## config.mk

```make
export PLATFORM = sky130hd
export DESIGN_NAME = ipc_mailbox
export DESIGN_NICKNAME = d
export VERILOG_FILES = /design/src/rtl/mbox_pkg.sv /design/src/rtl/mbox_fifo.sv /design/src/rtl/mbox_irq_user.sv /design/src/rtl/ipc_mailbox.sv
export SDC_FILE = /design/constraint.sdc
export NUM_CORES = 1
export LEC_CHECK = 0
export CORE_ASPECT_RATIO = 1.75
export CORE_MARGIN = 2
export CORE_UTILIZATION = 30
export CTS_BUF_LIST = sky130_fd_sc_hd__clkbuf_8
export DETAILED_ROUTE_END_ITERATION = 8
export GPL_TIMING_DRIVEN = 0
export SLEW_MARGIN = 30
export SYNTH_ARGS = -nofsm -noshare
export SYNTH_HDL_FRONTEND = slang
export SYNTH_SLANG_ARGS = --single-unit
export TNS_END_PERCENT = 30
```

## constraint.sdc

```tcl
create_clock -name clk -period 11.22 [get_ports clk]
set_clock_uncertainty 0.15 [all_clocks]
set_input_delay 2.244 -clock clk [delete_from_list [all_inputs] [get_ports clk]]
set_output_delay 2.244 -clock clk [all_outputs]
set_load 0.1 [all_outputs]
```

## src/rtl/mbox_pkg.sv

```systemverilog
package mbox_pkg;
  typedef enum logic [2:0] {
    RK_NONE, RK_REV, RK_MSG, RK_FULL, RK_CNT, RK_STAT, RK_EN, RK_CLR
  } reg_kind_e;

  localparam int OFS_MSG    = 'h040;
  localparam int OFS_FULL   = 'h080;
  localparam int OFS_CNT    = 'h0C0;
  localparam int OFS_USR    = 'h100;
  localparam int USR_STRIDE = 16;
  localparam int IDX_W      = 4;
endpackage

```

## src/rtl/mbox_fifo.sv

```systemverilog
module mbox_fifo #(
  parameter int DATA_W = 32,
  parameter int DEPTH  = 4,
  localparam int CNT_W = $clog2(DEPTH + 1),
  localparam int PTR_W = (DEPTH > 1) ? $clog2(DEPTH) : 1
) (
  input  logic              clk,
  input  logic              rst,
  input  logic              push,
  input  logic              pop,
  input  logic [DATA_W-1:0] din,
  output logic [DATA_W-1:0] head,
  output logic              full,
  output logic              empty,
  output logic [CNT_W-1:0]  count
);
  logic [DATA_W-1:0] mem [DEPTH];
  logic [PTR_W-1:0]  wptr, rptr;
  logic [CNT_W-1:0]  cnt;
  logic              push_ok, pop_ok;

  assign full    = (cnt == CNT_W'(DEPTH));
  assign empty   = (cnt == '0);
  assign push_ok = push & ~full;
  assign pop_ok  = pop & ~empty;
  assign head    = mem[rptr];
  assign count   = cnt;

  function automatic logic [PTR_W-1:0] nxt(input logic [PTR_W-1:0] p);
    return (p == PTR_W'(DEPTH - 1)) ? '0 : p + 1'b1;
  endfunction

  always_ff @(posedge clk) begin
    if (push_ok) mem[wptr] <= din;
  end

  always_ff @(posedge clk) begin
    if (rst) begin
      wptr <= '0;
      rptr <= '0;
      cnt  <= '0;
    end else begin
      if (push_ok) wptr <= nxt(wptr);
      if (pop_ok)  rptr <= nxt(rptr);
      case ({push_ok, pop_ok})
        2'b10:   cnt <= cnt + 1'b1;
        2'b01:   cnt <= cnt - 1'b1;
        default: cnt <= cnt;
      endcase
    end
  end

  AST_COUNT_BOUND: assert property (@(posedge clk) disable iff (rst)
    cnt <= CNT_W'(DEPTH));
  AST_FULL_DROP: assert property (@(posedge clk) disable iff (rst)
    (push && full && !pop) |=> $stable(cnt));
  AST_EMPTY_POP: assert property (@(posedge clk) disable iff (rst)
    (pop && empty && !push) |=> $stable(cnt));
endmodule

```

## src/rtl/mbox_irq_user.sv

```systemverilog
module mbox_irq_user #(
  parameter int EVW = 8
) (
  input  logic           clk,
  input  logic           rst,
  input  logic [EVW-1:0] evt,
  input  logic           wr_stat,
  input  logic           wr_en,
  input  logic           wr_clr,
  input  logic [EVW-1:0] wdata,
  output logic [EVW-1:0] stat,
  output logic [EVW-1:0] en,
  output logic           irq
);
  logic [EVW-1:0] stat_q, en_q, stat_nx, en_nx;
  logic           irq_q;

  always_comb begin
    stat_nx = (stat_q & ~(wr_stat ? wdata : '0)) | evt;
    if (wr_en)       en_nx = wdata;
    else if (wr_clr) en_nx = en_q & ~wdata;
    else             en_nx = en_q;
  end

  always_ff @(posedge clk) begin
    if (rst) begin
      stat_q <= '0;
      en_q   <= '0;
      irq_q  <= 1'b0;
    end else begin
      stat_q <= stat_nx;
      en_q   <= en_nx;
      irq_q  <= |(stat_nx & en_nx);
    end
  end

  assign stat = stat_q;
  assign en   = en_q;
  assign irq  = irq_q;

  AST_EVT_SETS: assert property (@(posedge clk) disable iff (rst)
    (|evt) |=> ((stat_q & $past(evt)) == $past(evt)));
  AST_W1C: assert property (@(posedge clk) disable iff (rst)
    (wr_stat && evt == '0) |=> ((stat_q & $past(wdata)) == '0));
  AST_EN_CLR: assert property (@(posedge clk) disable iff (rst)
    (wr_clr && !wr_en) |=> ((en_q & $past(wdata)) == '0));
  AST_IRQ_LEVEL: assert property (@(posedge clk) disable iff (rst)
    irq_q == |(stat_q & en_q));
endmodule

```

## src/rtl/ipc_mailbox.sv

```systemverilog
module ipc_mailbox
  import mbox_pkg::*;
#(
  parameter int NUM_FIFO   = 4,
  parameter int NUM_USER   = 2,
  parameter int FIFO_DEPTH = 4,
  parameter int DATA_W     = 32,
  parameter int ADDR_W     = 12,
  parameter logic [DATA_W-1:0] REV_VALUE = 'h0000_0100
) (
  input  logic                clk,
  input  logic                rst,
  input  logic                bus_sel,
  input  logic                bus_wr,
  input  logic [ADDR_W-1:0]   bus_addr,
  input  logic [DATA_W-1:0]   bus_wdata,
  output logic [DATA_W-1:0]   bus_rdata,
  output logic [NUM_USER-1:0] irq
);
  localparam int EVW   = 2 * NUM_FIFO;
  localparam int CNT_W = $clog2(FIFO_DEPTH + 1);
  localparam logic [ADDR_W-1:0] A_MSG_LO  = ADDR_W'(OFS_MSG);
  localparam logic [ADDR_W-1:0] A_MSG_HI  = ADDR_W'(OFS_MSG + 4 * NUM_FIFO);
  localparam logic [ADDR_W-1:0] A_FULL_LO = ADDR_W'(OFS_FULL);
  localparam logic [ADDR_W-1:0] A_FULL_HI = ADDR_W'(OFS_FULL + 4 * NUM_FIFO);
  localparam logic [ADDR_W-1:0] A_CNT_LO  = ADDR_W'(OFS_CNT);
  localparam logic [ADDR_W-1:0] A_CNT_HI  = ADDR_W'(OFS_CNT + 4 * NUM_FIFO);
  localparam logic [ADDR_W-1:0] A_USR_LO  = ADDR_W'(OFS_USR);
  localparam logic [ADDR_W-1:0] A_USR_HI  = ADDR_W'(OFS_USR + USR_STRIDE * NUM_USER);

  reg_kind_e         kind;
  logic [IDX_W-1:0]  idx;
  logic [ADDR_W-1:0] usr_off;
  logic              wr_acc, rd_acc;

  always_comb begin
    kind    = RK_NONE;
    idx     = '0;
    usr_off = bus_addr - A_USR_LO;
    if (bus_addr[1:0] == 2'b00) begin
      if (bus_addr == '0) begin
        kind = RK_REV;
      end else if (bus_addr >= A_MSG_LO && bus_addr < A_MSG_HI) begin
        kind = RK_MSG;  idx = bus_addr[5:2];
      end else if (bus_addr >= A_FULL_LO && bus_addr < A_FULL_HI) begin
        kind = RK_FULL; idx = bus_addr[5:2];
      end else if (bus_addr >= A_CNT_LO && bus_addr < A_CNT_HI) begin
        kind = RK_CNT;  idx = bus_addr[5:2];
      end else if (bus_addr >= A_USR_LO && bus_addr < A_USR_HI) begin
        idx = usr_off[7:4];
        case (usr_off[3:2])
          2'd1:    kind = RK_STAT;
          2'd2:    kind = RK_EN;
          2'd3:    kind = RK_CLR;
          default: kind = RK_NONE;
        endcase
      end
    end
  end

  assign wr_acc = bus_sel & bus_wr;
  assign rd_acc = bus_sel & ~bus_wr;

  logic [DATA_W-1:0]   head_w [NUM_FIFO];
  logic [CNT_W-1:0]    cnt_w  [NUM_FIFO];
  logic [NUM_FIFO-1:0] full_w, empty_w, push_req, pop_req;
  logic [EVW-1:0]      evt;

  for (genvar m = 0; m < NUM_FIFO; m++) begin : g_fifo
    assign push_req[m] = wr_acc && kind == RK_MSG && idx == IDX_W'(m);
    assign pop_req[m]  = rd_acc && kind == RK_MSG && idx == IDX_W'(m);
    mbox_fifo #(.DATA_W(DATA_W), .DEPTH(FIFO_DEPTH)) u_fifo (
      .clk(clk), .rst(rst), .push(push_req[m]), .pop(pop_req[m]),
      .din(bus_wdata), .head(head_w[m]), .full(full_w[m]),
      .empty(empty_w[m]), .count(cnt_w[m]));
    assign evt[2*m]   = push_req[m] & ~full_w[m];
    assign evt[2*m+1] = pop_req[m] & full_w[m];
  end

  logic [EVW-1:0] stat_w [NUM_USER];
  logic [EVW-1:0] en_w   [NUM_USER];

  for (genvar u = 0; u < NUM_USER; u++) begin : g_user
    logic hit;
    assign hit = wr_acc && idx == IDX_W'(u);
    mbox_irq_user #(.EVW(EVW)) u_user (
      .clk(clk), .rst(rst), .evt(evt),
      .wr_stat(hit && kind == RK_STAT),
      .wr_en(hit && kind == RK_EN),
      .wr_clr(hit && kind == RK_CLR),
      .wdata(bus_wdata[EVW-1:0]),
      .stat(stat_w[u]), .en(en_w[u]), .irq(irq[u]));
  end

  logic [DATA_W-1:0] rmux, rdata_q;

  always_comb begin
    rmux = '0;
    case (kind)
      RK_REV: rmux = REV_VALUE;
      RK_MSG:
        for (int m = 0; m < NUM_FIFO; m++)
          if (idx == IDX_W'(m)) rmux = empty_w[m] ? '0 : head_w[m];
      RK_FULL:
        for (int m = 0; m < NUM_FIFO; m++)
          if (idx == IDX_W'(m)) rmux = DATA_W'(full_w[m]);
      RK_CNT:
        for (int m = 0; m < NUM_FIFO; m++)
          if (idx == IDX_W'(m)) rmux = DATA_W'(cnt_w[m]);
      RK_STAT:
        for (int u = 0; u < NUM_USER; u++)
          if (idx == IDX_W'(u)) rmux = DATA_W'(stat_w[u]);
      RK_EN:
        for (int u = 0; u < NUM_USER; u++)
          if (idx == IDX_W'(u)) rmux = DATA_W'(en_w[u]);
      default: rmux = '0;
    endcase
  end

  always_ff @(posedge clk) begin
    if (rst)         rdata_q <= '0;
    else if (rd_acc) rdata_q <= rmux;
    else             rdata_q <= '0;
  end

  assign bus_rdata = rdata_q;

  AST_REV_READ: assert property (@(posedge clk) disable iff (rst)
    (bus_sel && !bus_wr && bus_addr == '0) |=> (bus_rdata == REV_VALUE));
endmodule

```

# After elaboration in Yosys (flattened, before gate mapping)
# Memories as Yosys holds them, arrays and structs flattened. A register that Yosys moved wholly into a read port is not among the register bits.
# Index checks and enable logic that the tools add are counted.
# totals
elab_cells,220
in_bits,48
mem_count,4
ramBits,512
register_bits,94
# op_classes
muxes,68
eq_ne,33
bitwise_logic,35
n_addsub,17
n_lt_le_gt_ge,8
reduce_logical,36
# memory_table
memory,words,width,read_ports,rd_ports_with_merged_regs,wr,line,rtl
g_fifo[0].u_fifo.mem,4,32,1,1,1,mbox_fifo.sv:17,logic [DATA_W-1:0] mem [DEPTH];
g_fifo[1].u_fifo.mem,4,32,1,1,1,mbox_fifo.sv:17,
g_fifo[2].u_fifo.mem,4,32,1,1,1,mbox_fifo.sv:17,
g_fifo[3].u_fifo.mem,4,32,1,1,1,mbox_fifo.sv:17,
# op_table
operator,count
$mux W32,16
$pmux W32 S6,1
$mux W8,8
$and A8 B8 Y8,6
$mux W2,16
$eq A2 B2 Y1 const B,14
$eq A3 B3 Y1 const B,8
$ge A12 B8 Y1 const B,2
$lt A12 B8 Y1 const B,2
$mux W4,6
$not A8 Y8,3
$pmux W3 S2,4
$logic_and A1 B1 Y1,22
$mux W3,7
$add A2 B1 Y2 const B,8
$or A8 B8 Y8,2
$reduce_or A8 Y1,2
$and A1 B1 Y1,14
$add A3 B1 Y3 const B,4
$ge A12 B7 Y1 const B,1
$ge A12 B9 Y1 const B,1
$logic_not A12 Y1,1
$logic_not A3 Y1,4
$lt A12 B7 Y1 const B,1
15 further kinds,44

# Depth between registers and ports, before layout
# Gate-level depths: netlist of the first run.
# logic_depth
word_depth,17
depth_mapped,14

# Modules after synthesis
# From an unflattened synthesis of the first run, not the netlist that was laid out.
# hier_totals
cells_unflattened,1347
area_unflattened_um2,24227.0
# by_module_without_submodules
mod,instances,seq_area_each_um2,area_per_inst_um2,cells_each
mbox_fifo,4,4023.9,5102.4,221
ipc_mailbox,1,640.6,2471.1,313
mbox_irq_user,2,340.3,673.1,75

# Least setup slack after synthesis of the first run
# No wires, ideal clock.
# synth_path
path_type,input to register
start,input port bus_addr[6]
end,register g_fifo[1].u_fifo.cnt[2]
cell_stages,13
arrival_ns,5.037
setup_slack_ns,5.963
path_cell_list,clkbuf_1 or4_1 nor2_2 nor3_1 clkbuf_1 and3_1 inv_2 ha_1 inv_1 fa_1 xor2_1 or3_1 a21oi_1
# synth_between
elab_chain_len,14
word_cells_on_any_way,38
cone_classes,add/sub: 1; order compare: 8; eq/ne: 4; mux: 13; bitwise: 2; reduce/logical: 10
# synth_rtl
element,line,rtl
start: declaration,ipc_mailbox.sv:15,"input logic [ADDR_W-1:0] bus_addr,"
$ge A12 B9 Y1 or $lt A12 B9 Y1 (tied branches),ipc_mailbox.sv:49,end else if (bus_addr >= A_USR_LO && bus_addr < A_USR_HI) begin
$logic_and A1 B1 Y1,ipc_mailbox.sv:49,
$mux W3,ipc_mailbox.sv:49,
$mux W3,ipc_mailbox.sv:47,end else if (bus_addr >= A_CNT_LO && bus_addr < A_CNT_HI) begin
$mux W3,ipc_mailbox.sv:45,end else if (bus_addr >= A_FULL_LO && bus_addr < A_FULL_HI) begin
$mux W3,ipc_mailbox.sv:43,end else if (bus_addr >= A_MSG_LO && bus_addr < A_MSG_HI) begin
$mux W3,ipc_mailbox.sv:41,if (bus_addr == '0) begin
$mux W3,ipc_mailbox.sv:40,if (bus_addr[1:0] == 2'b00) begin
$eq A3 B2 Y1,"ipc_mailbox.sv:70, ipc_mailbox.sv:71",
$logic_and A1 B1 Y1 (on tied branches) (2 in series),"ipc_mailbox.sv:71, ipc_mailbox.sv:70",
$and A1 B1 Y1 (on tied branches),"mbox_fifo.sv:25, mbox_fifo.sv:24",
$eq A2 B1 Y1 or $eq A2 B2 Y1 (tied branches),mbox_fifo.sv:45,"case ({push_ok, pop_ok})"
$pmux W3 S2 or $reduce_bool A2 Y1 (tied branches),n/a,
end signal: assignment,mbox_fifo.sv:46,2'b10: cnt <= cnt + 1'b1;
end signal: assignment,mbox_fifo.sv:47,2'b01: cnt <= cnt - 1'b1;
end signal: assignment,mbox_fifo.sv:48,default: cnt <= cnt;
end: declaration,mbox_fifo.sv:19,logic [CNT_W-1:0] cnt;
# Several ways; a longest one is shown, not always the timed one.
# A chain may end at the register's enable or synchronous reset.

# Worst setup path after layout of the first run
# layout_path
start,input port bus_addr[7]
end,"register rdata_q[20], in the netlist bus_rdata[20]"
# layout_between
elab_chain_len,14
word_cells_on_any_way,45
cone_classes,add/sub: 1; order compare: 8; eq/ne: 9; mux: 21; reduce/logical: 6
# layout_rtl
element,line,rtl
$ge A12 B9 Y1 or $lt A12 B9 Y1 (tied branches),ipc_mailbox.sv:49,
$logic_and A1 B1 Y1,ipc_mailbox.sv:49,
$mux W4,ipc_mailbox.sv:49,
$mux W4,ipc_mailbox.sv:47,
$mux W4,ipc_mailbox.sv:45,
$mux W4,ipc_mailbox.sv:43,
$mux W4,ipc_mailbox.sv:41,
$mux W4,ipc_mailbox.sv:40,
$logic_not A4 Y1,ipc_mailbox.sv:103,if (idx == IDX_W'(m)) rmux = empty_w[m] ? '0 : head_w[m];
$mux W32 (4 in series),ipc_mailbox.sv:103,
$pmux W32 S6 *,ipc_mailbox.sv:99,case (kind)
end signal: assignment,ipc_mailbox.sv:122,else if (rd_acc) rdata_q <= rmux;
end: declaration,ipc_mailbox.sv:95,"logic [DATA_W-1:0] rmux, rdata_q;"
# Every way passes the cells marked *; elsewhere a longest branch is shown, timed or not.

==> results of run 1 <==
==> layer usage <==
metal	routed length, µm	track usage
met5	34	0
met4	3610	0.0902
met3	3430	0.0328
met2	37500	0.309
met1	23700	0.168
==> sequential cells by signal, summed over array words and instances, names as in the netlist, named ones only <==
register,flops
g_user.u_user.en,16
bus_rdata,32
g_fifo.u_fifo.rptr,8
g_fifo.u_fifo.wptr,8
g_fifo.u_fifo.count,12
g_user.u_user.irq,2
g_user.u_user.stat,16
g_fifo.u_fifo.mem,512
==> cells by family (layout without fill, tap and decap cells) <==
family,count (synthesis),count (layout),synth area share
flops,614,614,0.715
compound gates,257,257,0.0728
simple gates,236,236,0.0530
mux,140,140,0.123
buf+inv,103,350,0.0169
fa+ha+maj,28,28,0.0156
xor+xnor,9,9,0.00324
other cells,0,2,0
==> report_power, final <==
part	switching [W]	internal, W
clock	0.000866	0.000867
sequential	0.0000000272	0.00247
combinational	0.0000516	0.0000200
==> layout by cell type (no fill, tap or decap), types with 14 or more instances in the layout <==
master / n
mux4_2: 128
clkbuf_1: 51
dfxtp_1: 102
and3_1: 18
a21oi_1: 67
a22o_1: 16
o21ai_0: 41
nand2_1: 36
buf_2: 18
nor2_1: 54
clkbuf_8: 93
clkinv_1: 14
edfxtp_1: 512
inv_1: 52
nor3_1: 16
a22oi_1: 48
ha_1: 24
nor2b_1: 30
clkdlybuf4s50_1: 78
==> worst max-delay path by stage <==
stage,slack [ns],from,end,depth (start not counted)
6_report,5.31,bus_addr[7],bus_rdata[20],8
4_1_cts,5.43,bus_addr[6],g_fifo[1].u_fifo.count[2],14
5_1_grt,5.00,bus_addr[6],g_fifo[1].u_fifo.count[2],14
3_3_place_gp,3.90,bus_addr[9],g_fifo[1].u_fifo.mem[2][20],8
3_5_place_dp,4.71,bus_addr[6],bus_rdata[20],8
2_1_floorplan,5.96,bus_addr[6],g_fifo[1].u_fifo.count[2],13
==> metrics by stage <==
stage | hold WS (ns) | std cells | setup WS [ns]
after CTS | 0.334 | 2684 | 5.43
final | 0.341 | 2686 | 5.31
after detailed placement | 0.325 | 2525 | 4.71
after global placement | 0.318 | 2517 | 3.90
after global routing | 0.339 | 2685 | 5.00
after floorplan | 0.301 | 1387 | 5.96
==> cell type report <==
| class | instances | area (µm²) | share of cell area |
|---|---|---|---|
| diodes | 2 | 5.00 | 0.000176 |
| clock buffers | 93 | 1280 | 0.0451 |
| flip-flops and latches | 614 | 17400 | 0.613 |
| repair buffers | 88 | 951 | 0.0335 |
| well taps | 1050 | 1310 | 0.0463 |
| clock inverters | 66 | 420 | 0.0148 |
| multi-input cells | 670 | 6590 | 0.232 |
| plain buffers | 74 | 313 | 0.0110 |
| inverters | 29 | 109 | 0.00383 |
==> critical path, stage by stage <==
cell and delay [ns]:
clkdlybuf4s50_1 0.43, clkbuf_1 0.23, nor4bb_1 0.62, a41oi_1 0.26
nor4_2 0.92, clkbuf_1 0.63, a22oi_1 0.22, a211oi_1 0.73
==> run_summary.xml, run 1 <==
<?xml version="1.0" encoding="UTF-8"?>
<metrics>
  <group name="critical_path">
    <metric name="r2r_setup_slack" unit="ns">7.90</metric>
    <metric name="reg2reg_to" unit="">bus_rdata[20]</metric>
    <metric name="timing.critical_path.arrival" unit="ns">6.30</metric>
    <metric name="setup_crit_end_kind" unit="">flop</metric>
    <metric name="worstRegToRegCells" unit="">5</metric>
    <metric name="crit_path_max_fanout" unit="">10</metric>
    <metric name="critPathKind" unit="">primary input to flop</metric>
    <metric name="r2r-start" unit="">g_fifo[0].u_fifo.count[0]</metric>
    <metric name="cp_data_required_time" unit="ns">11.60</metric>
    <metric name="startpoint_type" unit="">primary input</metric>
  </group>
  <group name="sta">
    <metric name="period_needed" unit="ns">5.91</metric>
    <metric name="max_freq" unit="GHz">0.169</metric>
    <metric name="rsz0062_at_grt" unit="">false</metric>
    <metric name="min_period_over_period" unit="">0.527</metric>
    <metric name="tightestPinTransition" unit="ns">1.04</metric>
    <metric name="setup_tns" unit="ns">0</metric>
    <metric name="setup_viol_count_final" unit="">0</metric>
    <metric name="report.final.slew_viol_count" unit="">0</metric>
    <metric name="slew_headroom" unit="">0.304</metric>
    <metric name="hold_violations" unit="">0</metric>
  </group>
  <group name="final_layout">
    <metric name="drive_gt1_frac" unit="">0.197</metric>
    <metric name="post-route-util" unit="">0.352</metric>
    <metric name="layout.nets" unit="">1638</metric>
    <metric name="nFillCells" unit="">7530</metric>
    <metric name="area_growth_syn_to_layout" unit="%">16.6</metric>
    <metric name="final_area" unit="µm²">28400</metric>
  </group>
  <group name="worst_hold_path">
    <metric name="worst_hold_path.num_cells" unit="">2</metric>
    <metric name="hold_end" unit="">g_user[1].u_user.stat[6]</metric>
    <metric name="timing.hold.worst.start" unit="">g_user[1].u_user.stat[6]</metric>
    <metric name="min_path_type" unit="">flop to flop</metric>
  </group>
  <group name="routing">
    <metric name="mean_routed_wirelength_per_cell" unit="µm">25.4</metric>
    <metric name="detail-route-antenna-nets" unit="">0</metric>
    <metric name="drc" unit="">0</metric>
    <metric name="firstDrtPassIters" unit="">5</metric>
    <metric name="postRouteWirelength" unit="µm">68300</metric>
    <metric name="drt-vias-per-instance" unit="">5.12</metric>
    <metric name="routed-via-count" unit="">13800</metric>
    <metric name="drtIter0Drc" unit="">1016</metric>
  </group>
  <group name="cts">
    <metric name="clock-sinks" unit="">614</metric>
    <metric name="cts_resized" unit="">0</metric>
    <metric name="h_tree_depth_reported_by_cts" unit="">3</metric>
    <metric name="ctsLongestPathBuffers" unit="">3</metric>
    <metric name="cts_post_setup_buffers_inserted" unit="">0</metric>
    <metric name="clkTransAtPathRegs" unit="ns">0.06</metric>
    <metric name="worstSkewPairLatency" unit="ns">0.71</metric>
    <metric name="numCtsBuffers" unit="">85</metric>
    <metric name="clockRootBuffer" unit="">clkbuf_8</metric>
    <metric name="clock_tree_from_tritoncts" unit="">yes</metric>
    <metric name="post_cts_hold_buffer_count" unit="">0</metric>
  </group>
  <group name="synthesis">
    <metric name="synth_top_area_cell" unit="">edfxtp_1</metric>
    <metric name="yosys_register_bits" unit="">614</metric>
    <metric name="ys_warn_count" unit="">0</metric>
    <metric name="yosysMostFrequentCell" unit="">edfxtp_1</metric>
    <metric name="most_common_flop_cell_mapped_by_yosys" unit="">edfxtp_1</metric>
    <metric name="syn-mean-instance-area" unit="µm²">17.6</metric>
    <metric name="synth.yosys.seq_area_share" unit="">0.715</metric>
    <metric name="synth_top_area_share" unit="">0.631</metric>
    <metric name="synth-async-reset-ratio" unit="">0</metric>
    <metric name="syn_nets" unit="">1463</metric>
    <metric name="post_synth_main_area_contributors" unit="">edfxtp_1 (63%), mux4_2 (12%), dfxtp_1 (8.4%)</metric>
    <metric name="syn_area" unit="µm²">24400</metric>
    <metric name="netlist_top_cells_count" unit="">edfxtp_1 (512), mux4_2 (128), dfxtp_1 (102)</metric>
    <metric name="synth-edff-count" unit="">512</metric>
    <metric name="postSynthCellCount" unit="">1387</metric>
    <metric name="ys_types" unit="">66</metric>
  </group>
  <group name="global_route">
    <metric name="groute.usage.overall" unit="">0.165</metric>
    <metric name="wire_length_of_the_first_global_routing_pass" unit="µm">99000</metric>
    <metric name="number_of_global_route_vias_before_repair" unit="">14900</metric>
    <metric name="global_route_total_overflow" unit="">0</metric>
    <metric name="grt_antenna_before_repair" unit="">5</metric>
    <metric name="largest_net_degree_at_the_start_of_global_routing" unit="">33</metric>
  </group>
  <group name="place">
    <metric name="place.gp.congestion" unit="">0.893</metric>
    <metric name="port_buffers" unit="">80</metric>
    <metric name="dp_hpwl" unit="µm">46300</metric>
    <metric name="postPlaceCellArea" unit="µm²">26700</metric>
  </group>
  <group name="die">
    <metric name="full_die_area" unit="µm²">83600</metric>
    <metric name="chipHeight" unit="µm">381</metric>
    <metric name="io_pins" unit="">82</metric>
    <metric name="coreArea" unit="µm²">80600</metric>
    <metric name="die-width" unit="µm">219</metric>
    <metric name="placementRows" unit="">138</metric>
    <metric name="start_util" unit="">0.302</metric>
  </group>
  <group name="power_and_ir_drop">
    <metric name="totalPowerFinal" unit="W">0.00427</metric>
    <metric name="leakage" unit="nW">8.65</metric>
    <metric name="vdd.ir_drop.worst" unit="V">0.0000758</metric>
    <metric name="power_density" unit="nW/µm²">150</metric>
  </group>
  <group name="flow_run">
    <metric name="max-cap-violations" unit="">0</metric>
  </group>
  <group name="status">
    <metric name="run_status" unit="">finished clean</metric>
  </group>
</metrics>
Power figures use the tool's default switching activity.
==> inputs of run 2 (changes only) <==
- clock period: 11.22 -> 5.8 ns (I/O delays scaled with it)
==> results of run 2 <==
The final DEF is identical to that of run 1. Status: finished clean.
Among the figures that moved: setup slack after placement 4.71 ns -> 0.378 ns; setup slack after layout 5.31 ns -> 0.970 ns; register-to-register setup slack 7.90 ns -> 2.48 ns; total power 0.00427 W -> 0.00826 W; worst IR drop on VDD 0.0000758 V -> 0.000147 V
==> inputs of run 3 (changes only) <==
- clock period: 5.8 -> 4.2 ns (I/O delays scaled with it)
==> run 3 against run 2 <==
Flip-flop and latch count is the same. Sequential share of layout area down 0.18 points. Routed wire length grew 0.22%. Non-clock buffer count rose by 2. Global-route usage barely moved. Sequential power is 38% higher. Core utilization grew 0.10 points.
==> run_summary.xml, run 3 (synthesis results as in run 1) <==
<?xml version="1.0" encoding="UTF-8"?>
<metrics>
  <group name="global_route">
    <metric name="number_of_global_route_vias_before_repair" unit="">14900</metric>
    <metric name="global_route_total_overflow" unit="">0</metric>
    <metric name="grt_antenna_before_repair" unit="">5</metric>
    <metric name="groute.usage.overall" unit="">0.165</metric>
    <metric name="wire_length_of_the_first_global_routing_pass" unit="µm">99000</metric>
    <metric name="largest_net_degree_at_the_start_of_global_routing" unit="">33</metric>
  </group>
  <group name="critical_path">
    <metric name="path_cells" unit="">clkdlybuf4s50_1 &gt; or3b_4 &gt; a2bb2oi_2 &gt; a2111oi_4 &gt; nand3_1 &gt; nor2_1 &gt; ha_1 &gt; inv_1 &gt; fa_1 &gt; xor2_1 &gt; or3_1 &gt; a21oi_1</metric>
    <metric name="cp_data_required_time" unit="ns">4.66</metric>
    <metric name="critPathKind" unit="">primary input to flop</metric>
    <metric name="crit_path_max_fanout" unit="">8</metric>
    <metric name="highest_delay_cell_along_the_critical_path" unit="">clkdlybuf4s50_1</metric>
    <metric name="timing.critical_path.arrival" unit="ns">4.55</metric>
    <metric name="setup_crit_end_kind" unit="">flop</metric>
    <metric name="largest_stage_delay_worst_path" unit="ns">0.62</metric>
    <metric name="startpoint_type" unit="">primary input</metric>
  </group>
  <group name="final_layout">
    <metric name="layout_commonest_cell" unit="">edfxtp_1</metric>
    <metric name="layout.nets" unit="">1640</metric>
    <metric name="layout_common_cells" unit="">edfxtp_1 (512), mux4_2 (128), dfxtp_1 (102)</metric>
    <metric name="max_reg_flops" unit="">512</metric>
    <metric name="area_growth_syn_to_layout" unit="%">16.9</metric>
    <metric name="register_with_the_highest_flop_count" unit="">g_fifo.u_fifo.mem</metric>
    <metric name="final_area" unit="µm²">28500</metric>
    <metric name="drive_gt1_frac" unit="">0.206</metric>
    <metric name="post-route-util" unit="">0.353</metric>
  </group>
  <group name="routing">
    <metric name="met2RoutedLength" unit="µm">37700</metric>
    <metric name="firstDrtPassIters" unit="">5</metric>
    <metric name="drtIter0Drc" unit="">955</metric>
    <metric name="met3_length" unit="µm">3350</metric>
    <metric name="mean_routed_wirelength_per_cell" unit="µm">25.5</metric>
    <metric name="routed-via-count" unit="">13800</metric>
    <metric name="wl_met1" unit="µm">23800</metric>
    <metric name="drt-vias-per-instance" unit="">5.13</metric>
    <metric name="detail-route-antenna-nets" unit="">0</metric>
    <metric name="drc" unit="">0</metric>
    <metric name="uppermost_metal_layer_occupied_by_signal_nets" unit="">met5</metric>
    <metric name="postRouteWirelength" unit="µm">68500</metric>
  </group>
  <group name="sta">
    <metric name="max_freq" unit="GHz">0.244</metric>
    <metric name="report.final.slew_viol_count" unit="">0</metric>
    <metric name="setup_viol_count_final" unit="">0</metric>
    <metric name="min_period_over_period" unit="">0.975</metric>
    <metric name="period_needed" unit="ns">4.09</metric>
    <metric name="rsz0062_at_grt" unit="">false</metric>
    <metric name="slew_headroom" unit="">0.291</metric>
    <metric name="hold_violations" unit="">0</metric>
    <metric name="tightestPinTransition" unit="ns">1.06</metric>
  </group>
  <group name="cts">
    <metric name="clockRootBuffer" unit="">clkbuf_8</metric>
    <metric name="clock_tree_from_tritoncts" unit="">yes</metric>
    <metric name="clkTransAtPathRegs" unit="ns">0.06</metric>
    <metric name="clock-sinks" unit="">614</metric>
    <metric name="worstSkewPairLatency" unit="ns">0.72</metric>
    <metric name="numCtsBuffers" unit="">85</metric>
    <metric name="ctsLongestPathBuffers" unit="">3</metric>
    <metric name="h_tree_depth_reported_by_cts" unit="">3</metric>
  </group>
  <group name="die">
    <metric name="placementRows" unit="">138</metric>
    <metric name="io_pins" unit="">82</metric>
    <metric name="start_util" unit="">0.302</metric>
    <metric name="full_die_area" unit="µm²">83600</metric>
    <metric name="die-width" unit="µm">219</metric>
    <metric name="coreArea" unit="µm²">80600</metric>
    <metric name="chipHeight" unit="µm">381</metric>
  </group>
  <group name="status">
    <metric name="run_status" unit="">finished clean</metric>
  </group>
  <group name="power_and_ir_drop">
    <metric name="power_density" unit="nW/µm²">401</metric>
    <metric name="vdd.ir_drop.worst" unit="V">0.000203</metric>
    <metric name="totalPowerFinal" unit="W">0.0114</metric>
    <metric name="leakage" unit="nW">8.69</metric>
  </group>
  <group name="flow_run">
    <metric name="max-cap-violations" unit="">0</metric>
  </group>
  <group name="worst_hold_path">
    <metric name="min_path_type" unit="">flop to flop</metric>
  </group>
  <group name="place">
    <metric name="port_buffers" unit="">80</metric>
    <metric name="postPlaceCellArea" unit="µm²">26700</metric>
    <metric name="place.gp.congestion" unit="">0.893</metric>
    <metric name="dp_hpwl" unit="µm">46300</metric>
  </group>
</metrics>
==> run 3: cell types whose count changed in the layout (fill, tap and decap cells not counted), sizes merged <==
cell,change
buf,+3
clkbuf,-1
==> run 3: worst max-delay path: cells and delay by family <==
kind            cells  cell delay (ns)
xor+xnor            1             0.16
compound gates      3             0.79
fa+ha+maj           2             0.60
buf+inv             2             0.68
simple gates        4             1.47
==> run 3: final cells by class <==
cell class	count	area (µm²)
Clock inverter	66	420
Antenna cell	2	5.00
Clock buffer	93	1280
Sequential cell	614	17400
Inverter	29	109
Tap cell	1050	1310
Multi-Input combinational cell	670	6650
Fill cell	7534	52200
Timing Repair Buffer	90	966
Buffer	74	319
==> run 3: what timing repair did <==
item	4_1_cts	5_1_grt
gates resized for setup	5	16
setup buffers	0	2
setup endpoints to repair	4	7
pin swaps	0	1
hold buffers	0	0
gates cloned	0	0
==> run 3: per-layer routing <==
metal	global-route usage	vias to the layer above
met5	0	-
met4	0.0890	6
met3	0.0323	173
met2	0.310	458
met1	0.168	7175
li1	-	5974
==> run 3: final timing paths <==
kind / start / endpoint / slack (ns) / depth (start not counted)
hold reg to reg: g_user[1].u_user.stat[6] / g_user[1].u_user.stat[6] / 0.34 / 2
setup / recovery: bus_addr[8] / g_fifo[1].u_fifo.count[2] / 0.11 / 12
hold / removal: g_user[1].u_user.stat[6] / g_user[1].u_user.stat[6] / 0.34 / 2
setup reg to reg: g_fifo[3].u_fifo.count[2] / bus_rdata[8] / 1.24 / 9
==> run 3: power breakdown <==
group | switching, W | internal, W | leakage, nW
Sequential | 0.0000000737 | 0.00659 | 5.42
Clock | 0.00231 | 0.00232 | 0.960
Combinational | 0.000141 | 0.0000555 | 2.31
==> run 3: per-stage QoR <==
stage	setup TNS [ns]	std cells	hold WS (ns)	setup slack, ns
after floorplan	0	1387	0.301	0.347
after global placement	-640.91	2517	0.318	-1.72
after global routing	0	2687	0.339	0.00548
after CTS	0	2684	0.334	0.0410
after detailed placement	-108.94	2525	0.325	-0.902
final	0	2688	0.338	0.105
